`config.mk`:
```
export PLATFORM = sky130hd
export DESIGN_NAME = replica_vote_mem
export DESIGN_NICKNAME = d
export VERILOG_FILES = /design/src/rtl/rvm_pkg.sv /design/src/rtl/rvm_replica_ram.sv /design/src/rtl/rvm_voter.sv /design/src/rtl/rvm_ctrl.sv /design/src/rtl/replica_vote_mem.sv
export SDC_FILE = /design/constraint.sdc
export NUM_CORES = 2
export LEC_CHECK = 0
export BUFFER_PORTS_ARGS = -buffer_cell sky130_fd_sc_hd__buf_2
export CAP_MARGIN = 20
export CORE_MARGIN = 2
export CORE_UTILIZATION = 30
export DETAILED_ROUTE_END_ITERATION = 16
export SETUP_SLACK_MARGIN = 0.3
export SYNTH_ARGS = -nofsm -noshare
export SYNTH_HDL_FRONTEND = slang
export SYNTH_HIERARCHICAL = 1
export SYNTH_SLANG_ARGS = --single-unit
```
`constraint.sdc`:
```
create_clock -name clk -period 9.5 [get_ports clk]
set_input_delay 1.425 -clock clk [delete_from_list [all_inputs] [get_ports clk]]
set_output_delay 1.425 -clock clk [all_outputs]
set_load 0.005 [all_outputs]
```
`src/rtl/rvm_pkg.sv`:
```
package rvm_pkg;

  typedef enum logic [1:0] {
    ST_IDLE = 2'd0,
    ST_VOTE = 2'd1,
    ST_FIX  = 2'd2,
    ST_RESP = 2'd3
  } rvm_state_t;

  localparam logic OP_READ  = 1'b0;
  localparam logic OP_WRITE = 1'b1;

endpackage

```
`src/rtl/rvm_replica_ram.sv`:
```
module rvm_replica_ram #(
  parameter int ADDR_W = 6,
  parameter int DATA_W = 16,
  localparam int DEPTH = 1 << ADDR_W
) (
  input  logic              clk,
  input  logic              we,
  input  logic [ADDR_W-1:0] addr,
  input  logic [DATA_W-1:0] wdata,
  output logic [DATA_W-1:0] rdata
);

  logic [DATA_W-1:0] store [DEPTH];

  // single-port synchronous RAM, read-first
  always_ff @(posedge clk) begin
    if (we) store[addr] <= wdata;
    rdata <= store[addr];
  end

endmodule

```
`src/rtl/rvm_voter.sv`:
```
module rvm_voter #(
  parameter int REPLICAS = 3,
  parameter int DATA_W   = 16,
  localparam int CNT_W   = $clog2(REPLICAS + 1),
  localparam int HALF    = REPLICAS / 2
) (
  input  logic [REPLICAS*DATA_W-1:0] words,
  output logic [DATA_W-1:0]          voted,
  output logic                       disagree
);

  for (genvar b = 0; b < DATA_W; b++) begin : g_bit
    logic [CNT_W-1:0] ones;
    always_comb begin
      ones = '0;
      for (int r = 0; r < REPLICAS; r++) begin
        ones = ones + CNT_W'(words[r*DATA_W + b]);
      end
    end
    assign voted[b] = (ones > CNT_W'(HALF));
  end

  always_comb begin
    disagree = 1'b0;
    for (int r = 0; r < REPLICAS; r++) begin
      if (words[r*DATA_W +: DATA_W] != voted) disagree = 1'b1;
    end
  end

endmodule

```
`src/rtl/rvm_ctrl.sv`:
```
module rvm_ctrl
  import rvm_pkg::*;
#(
  parameter int ADDR_W    = 6,
  parameter int DATA_W    = 16,
  parameter int REPLICAS  = 3,
  parameter bit WRITEBACK = 1'b1,
  localparam int SEL_W    = $clog2(REPLICAS)
) (
  input  logic                clk,
  input  logic                rst,
  input  logic                req_valid,
  input  logic                req_op,
  input  logic [ADDR_W-1:0]   req_addr,
  input  logic [DATA_W-1:0]   req_wdata,
  input  logic                upset_we,
  input  logic [SEL_W-1:0]    upset_sel,
  input  logic [ADDR_W-1:0]   upset_addr,
  input  logic [DATA_W-1:0]   upset_data,
  input  logic [DATA_W-1:0]   voted,
  input  logic                disagree,
  output logic [REPLICAS-1:0] ram_we,
  output logic [ADDR_W-1:0]   ram_addr,
  output logic [DATA_W-1:0]   ram_wdata,
  output logic                ready,
  output logic                done,
  output logic [DATA_W-1:0]   rdata,
  output logic                mismatch
);

  rvm_state_t        st_q, st_d;
  logic [ADDR_W-1:0] addr_q;
  logic [DATA_W-1:0] word_q;
  logic              mism_q;

  logic idle, accept, wr_acc, upset_ok, fixing;

  assign idle     = (st_q == ST_IDLE);
  assign accept   = idle && req_valid;
  assign wr_acc   = accept && (req_op == OP_WRITE);
  assign upset_ok = idle && !req_valid && upset_we;
  assign fixing   = (st_q == ST_FIX);

  // shared RAM port: requests win over upsets, repairs use latched address
  always_comb begin
    if (idle) begin
      ram_addr  = req_valid ? req_addr  : upset_addr;
      ram_wdata = req_valid ? req_wdata : upset_data;
    end else begin
      ram_addr  = addr_q;
      ram_wdata = word_q;
    end
  end

  for (genvar r = 0; r < REPLICAS; r++) begin : g_we
    assign ram_we[r] = wr_acc || fixing ||
                       (upset_ok && (upset_sel == SEL_W'(r)));
  end

  always_comb begin
    st_d = st_q;
    unique case (st_q)
      ST_IDLE: if (accept) st_d = (req_op == OP_WRITE) ? ST_RESP : ST_VOTE;
      ST_VOTE: st_d = (WRITEBACK && disagree) ? ST_FIX : ST_RESP;
      ST_FIX:  st_d = ST_RESP;
      ST_RESP: st_d = ST_IDLE;
      default: st_d = ST_IDLE;
    endcase
  end

  always_ff @(posedge clk) begin
    if (rst) begin
      st_q   <= ST_IDLE;
      addr_q <= '0;
      word_q <= '0;
      mism_q <= 1'b0;
    end else begin
      st_q <= st_d;
      if (accept) addr_q <= req_addr;
      if (wr_acc) mism_q <= 1'b0;
      if (st_q == ST_VOTE) begin
        word_q <= voted;
        mism_q <= disagree;
      end
    end
  end

  assign ready    = idle;
  assign done     = (st_q == ST_RESP);
  assign rdata    = word_q;
  assign mismatch = mism_q && (st_q == ST_RESP);

endmodule

```
`src/rtl/replica_vote_mem.sv`:
```
module replica_vote_mem #(
  parameter int ADDR_W    = 6,
  parameter int DATA_W    = 16,
  parameter int REPLICAS  = 3,
  parameter bit WRITEBACK = 1'b1,
  localparam int SEL_W    = $clog2(REPLICAS)
) (
  input  logic              clk,
  input  logic              rst,
  input  logic              req_valid,
  input  logic              req_op,
  input  logic [ADDR_W-1:0] req_addr,
  input  logic [DATA_W-1:0] req_wdata,
  output logic              ready,
  output logic              done,
  output logic [DATA_W-1:0] rdata,
  output logic              mismatch,
  input  logic              upset_we,
  input  logic [SEL_W-1:0]  upset_sel,
  input  logic [ADDR_W-1:0] upset_addr,
  input  logic [DATA_W-1:0] upset_data
);

  logic [REPLICAS-1:0]        ram_we;
  logic [ADDR_W-1:0]          ram_addr;
  logic [DATA_W-1:0]          ram_wdata;
  logic [REPLICAS*DATA_W-1:0] ram_words;
  logic [DATA_W-1:0]          voted;
  logic                       disagree;

  for (genvar r = 0; r < REPLICAS; r++) begin : g_rep
    rvm_replica_ram #(
      .ADDR_W(ADDR_W),
      .DATA_W(DATA_W)
    ) u_ram (
      .clk  (clk),
      .we   (ram_we[r]),
      .addr (ram_addr),
      .wdata(ram_wdata),
      .rdata(ram_words[r*DATA_W +: DATA_W])
    );
  end

  rvm_voter #(
    .REPLICAS(REPLICAS),
    .DATA_W  (DATA_W)
  ) u_vote (
    .words   (ram_words),
    .voted   (voted),
    .disagree(disagree)
  );

  rvm_ctrl #(
    .ADDR_W   (ADDR_W),
    .DATA_W   (DATA_W),
    .REPLICAS (REPLICAS),
    .WRITEBACK(WRITEBACK)
  ) u_ctrl (
    .clk       (clk),
    .rst       (rst),
    .req_valid (req_valid),
    .req_op    (req_op),
    .req_addr  (req_addr),
    .req_wdata (req_wdata),
    .upset_we  (upset_we),
    .upset_sel (upset_sel),
    .upset_addr(upset_addr),
    .upset_data(upset_data),
    .voted     (voted),
    .disagree  (disagree),
    .ram_we    (ram_we),
    .ram_addr  (ram_addr),
    .ram_wdata (ram_wdata),
    .ready     (ready),
    .done      (done),
    .rdata     (rdata),
    .mismatch  (mismatch)
  );

endmodule

```
==> flow_metrics.env <==
export IMPL_htreeDepth=5
export IMPL_clk_pin_slew_ps=60
export IMPL_slew_headroom=0.124
export IMPL_max_freq_mhz=176
export IMPL_die_w_um=639
export IMPL_grt_pass1_vias=68500
export IMPL_synth_area_mm2=0.121
export IMPL_skew_ps=86.5
export IMPL_outcome="finished, final reports clean"
export IMPL_startpoint_type="flop"
export IMPL_tritoncts="yes"
export IMPL_portBuffers=69
export IMPL_fp_dieH_um=639
export IMPL_setup_viol=0
export IMPL_p_seq_frac=0.360
export IMPL_yosysWarnings=6
export IMPL_drt_wirelength_per_cell_um=27.4
export IMPL_grt_ovfl_total=0
export IMPL_grt_util_met2=0.266
export IMPL_first_pass_iters=7
export IMPL_fin_crit_sh=0.598
export IMPL_intPower_mw=32.5
export IMPL_setup_tns_ps=0
export IMPL_synthTopCellsByCount="edfxtp_1, a22oi_1, nor2_1, mux2i_1, a221oi_1"
export IMPL_startpoint="u_ctrl/st_q[0]"
export IMPL_whs_ps=457
export IMPL_async_flop_share=0
export IMPL_cts_hold_fix_buffers=0
export IMPL_synth_top_cell_by_area="edfxtp_1"
export IMPL_grt_use_met1=0.221
export IMPL_drive_above_1_share=0.137
export IMPL_ys_flop_type="edfxtp_1"
export IMPL_avgSynthCellArea_um2=17.0
export IMPL_netlist_area_leader_share=0.763
export IMPL_grt_usage=0.167
export IMPL_cts_buffer_depth=4
export IMPL_crit_path_top_delay_cell="a21oi_4"
export IMPL_drt_iter0_drc=9879
export IMPL_pwr_density_cell_mw_per_mm2=397
export IMPL_rows=233
export IMPL_antenna_found_initial=13
export IMPL_crit_required_ps=10100
export IMPL_grt_util_met3=0.0326
export IMPL_min_from="u_ctrl/addr_q[1]"
export IMPL_path_cells="inv_1 > ha_4 > nor2_1 > a21oi_4 > buf_12 > and2_4 > buf_4 > nand3_1 > nor2_1 > buf_4"
export IMPL_ys_ff_latch=3145
export IMPL_fin_crit_ps=5680
export IMPL_arrival_ps=6280
export IMPL_insertion_delay_ps=950
export IMPL_whs_path_depth=2
export IMPL_synth_seq_area_share=0.775
export IMPL_grt_max_degree=193
export IMPL_rsz0062_at_grt="no"
export IMPL_combPwrFrac=0.414
export IMPL_crit_fanout=89
export IMPL_max_cap_violations=0
export IMPL_vias=70500
export IMPL_end_kind="flop"
export IMPL_synthCells=7102
export IMPL_p_switching_mw=22.8
export IMPL_drc_errors=0
export IMPL_synth_fp_nets=7174
export IMPL_report_final_slew_viol_count=0
export IMPL_reg2regPathDepth=10
export IMPL_path_class="flop to flop"
export IMPL_initial_core_util=0.301
export IMPL_io_pins=70
export IMPL_avgViaCountPerCell=5.46
export IMPL_dp_hpwl_mm=211
export IMPL_synth_cell_type_count=70
export IMPL_switching_share=0.412
export IMPL_r2r_start="u_ctrl/st_q[0]"
export IMPL_min_path_type="flop to flop"
export IMPL_die_area_mm2=0.408
export IMPL_worst_ir_drop_vdd_v=0.000422
export IMPL_top_usage_layer="met2"
export IMPL_critical_path_max_stage_delay_ps=770
export IMPL_tightestPinTransition_ps=1280
export IMPL_power_leakage_nw=44.1
export IMPL_cts_sinks=3145
export IMPL_synth_top_cells_by_area="edfxtp_1, mux2i_1, a22oi_1"
export IMPL_synth_most_common_cell="edfxtp_1"
export IMPL_clockRootBuffer="clkbuf_16"
export IMPL_ant_nets=0
export IMPL_fin_nets=7441
export IMPL_gp_congestion=0.904
export IMPL_grt_first_pass_wirelength_mm=504
export IMPL_timing_hold_violations_final=0
export IMPL_coreArea_mm2=0.402
export IMPL_cts_made_buffers=320
export IMPL_syn2layout_area_growth_pct=15.2
export IMPL_synth_edf_count=3072
export IMPL_post_cts_resized=0
export IMPL_wl_mm=354
export IMPL_cts_setup_buffers=0
export IMPL_power_frac_clock=0.226
[path summary, 6_finish.rpt]
path | to | slack (ps)
worst max-delay path | g_rep[2].u_ram/store[63][10] | 3820
worst min-delay path | u_ctrl/addr_q[1] | 460
worst max register to register | g_rep[2].u_ram/store[63][10] | 3820
worst min register to register | u_ctrl/addr_q[1] | 460
[per-stage QoR]
step	power (mW)	util	instances	worst slack (ps)	instance area [um2]
6_report	55.3	0.346	12900	3820	139000
5_1_grt	57.0	0.346	12900	3720	139000
4_1_cts	55.1	0.346	12900	3780	139000
3_5_place_dp	42.7	0.320	12300	3080	129000
3_3_place_gp	42.2	0.320	12300	2760	129000
2_1_floorplan	33.7	-	7102	1260	121000
[critical path, delay by kind of cell, from the launching register on]
family          cells  cell delay [ps]
simple gates        4             1830
compound gates      1              770
flops               1              330
fa+ha+maj           1              570
buf+inv             4             1590
[power by group through the flow]
stage          Combinational (mW)  Clock, mW  Sequential, mW
5_1_grt                      23.9       13.2            19.9
4_1_cts                      22.5       12.7            19.9
3_3_place_gp                 22.0          0            20.2
3_5_place_dp                 22.5          0            20.2
6_report                     22.9       12.5            19.9
2_1_floorplan                12.8          0            20.9
[cell usage in the layout, fill, tap and decap left out, types with 38 or more instances in the layout]
cell type  instances
a31oi_1           71
o22a_1            81
a21oi_1          233
mux2i_1          505
clkinv_1          57
nand3_1           40
a22o_1            63
nor3_1            38
clkbuf_1          77
o221ai_1          43
dfxtp_1           73
clkinv_2          45
mux2_2            51
buf_2             72
buf_4            338
nor2_1           510
edfxtp_1        3072
clkbuf_16        326
nand2_1          134
o21ai_0           87
o22ai_1          181
a211oi_1          62
a22oi_1          588
a221oi_1         318
[state kept, by name (all words and copies together), names as in the netlist]
register,cells
u_ctrl/mism_q,1
u_ctrl/addr_q,6
g_rep.u_ram/rdata,48
u_ctrl/st_q,2
g_rep.u_ram/store,3072
u_ctrl/rdata,16
[routing by layer]
layer  wire (um)  vias up
met2      164000     3916
met5          13        -
li1            -    29700
met1      138000    36200
met4       16800        2
met3       35300      654
[cell type report]
cell class	instances	area, um2
Clock inverter	171	1780
Timing Repair Buffer	446	3450
Sequential cell	3145	93700
Clock buffer	413	8580
Multi-Input combinational cell	3431	25000
Tap cell	5287	6620
Fill cell	37400	263000
Inverter	25	93.8
Antenna cell	2	5.00
[kinds of logic after synthesis]
kind of cell / Yosys count / synth area share
flops: 3145 / 0.775
compound gates: 1924 / 0.117
simple gates: 906 / 0.0334
mux: 577 / 0.0502
buf+inv: 526 / 0.0219
fa+ha+maj: 21 / 0.00217
xor+xnor: 3 / 0.000217
No activity file was read; power rests on OpenSTA's default activity.
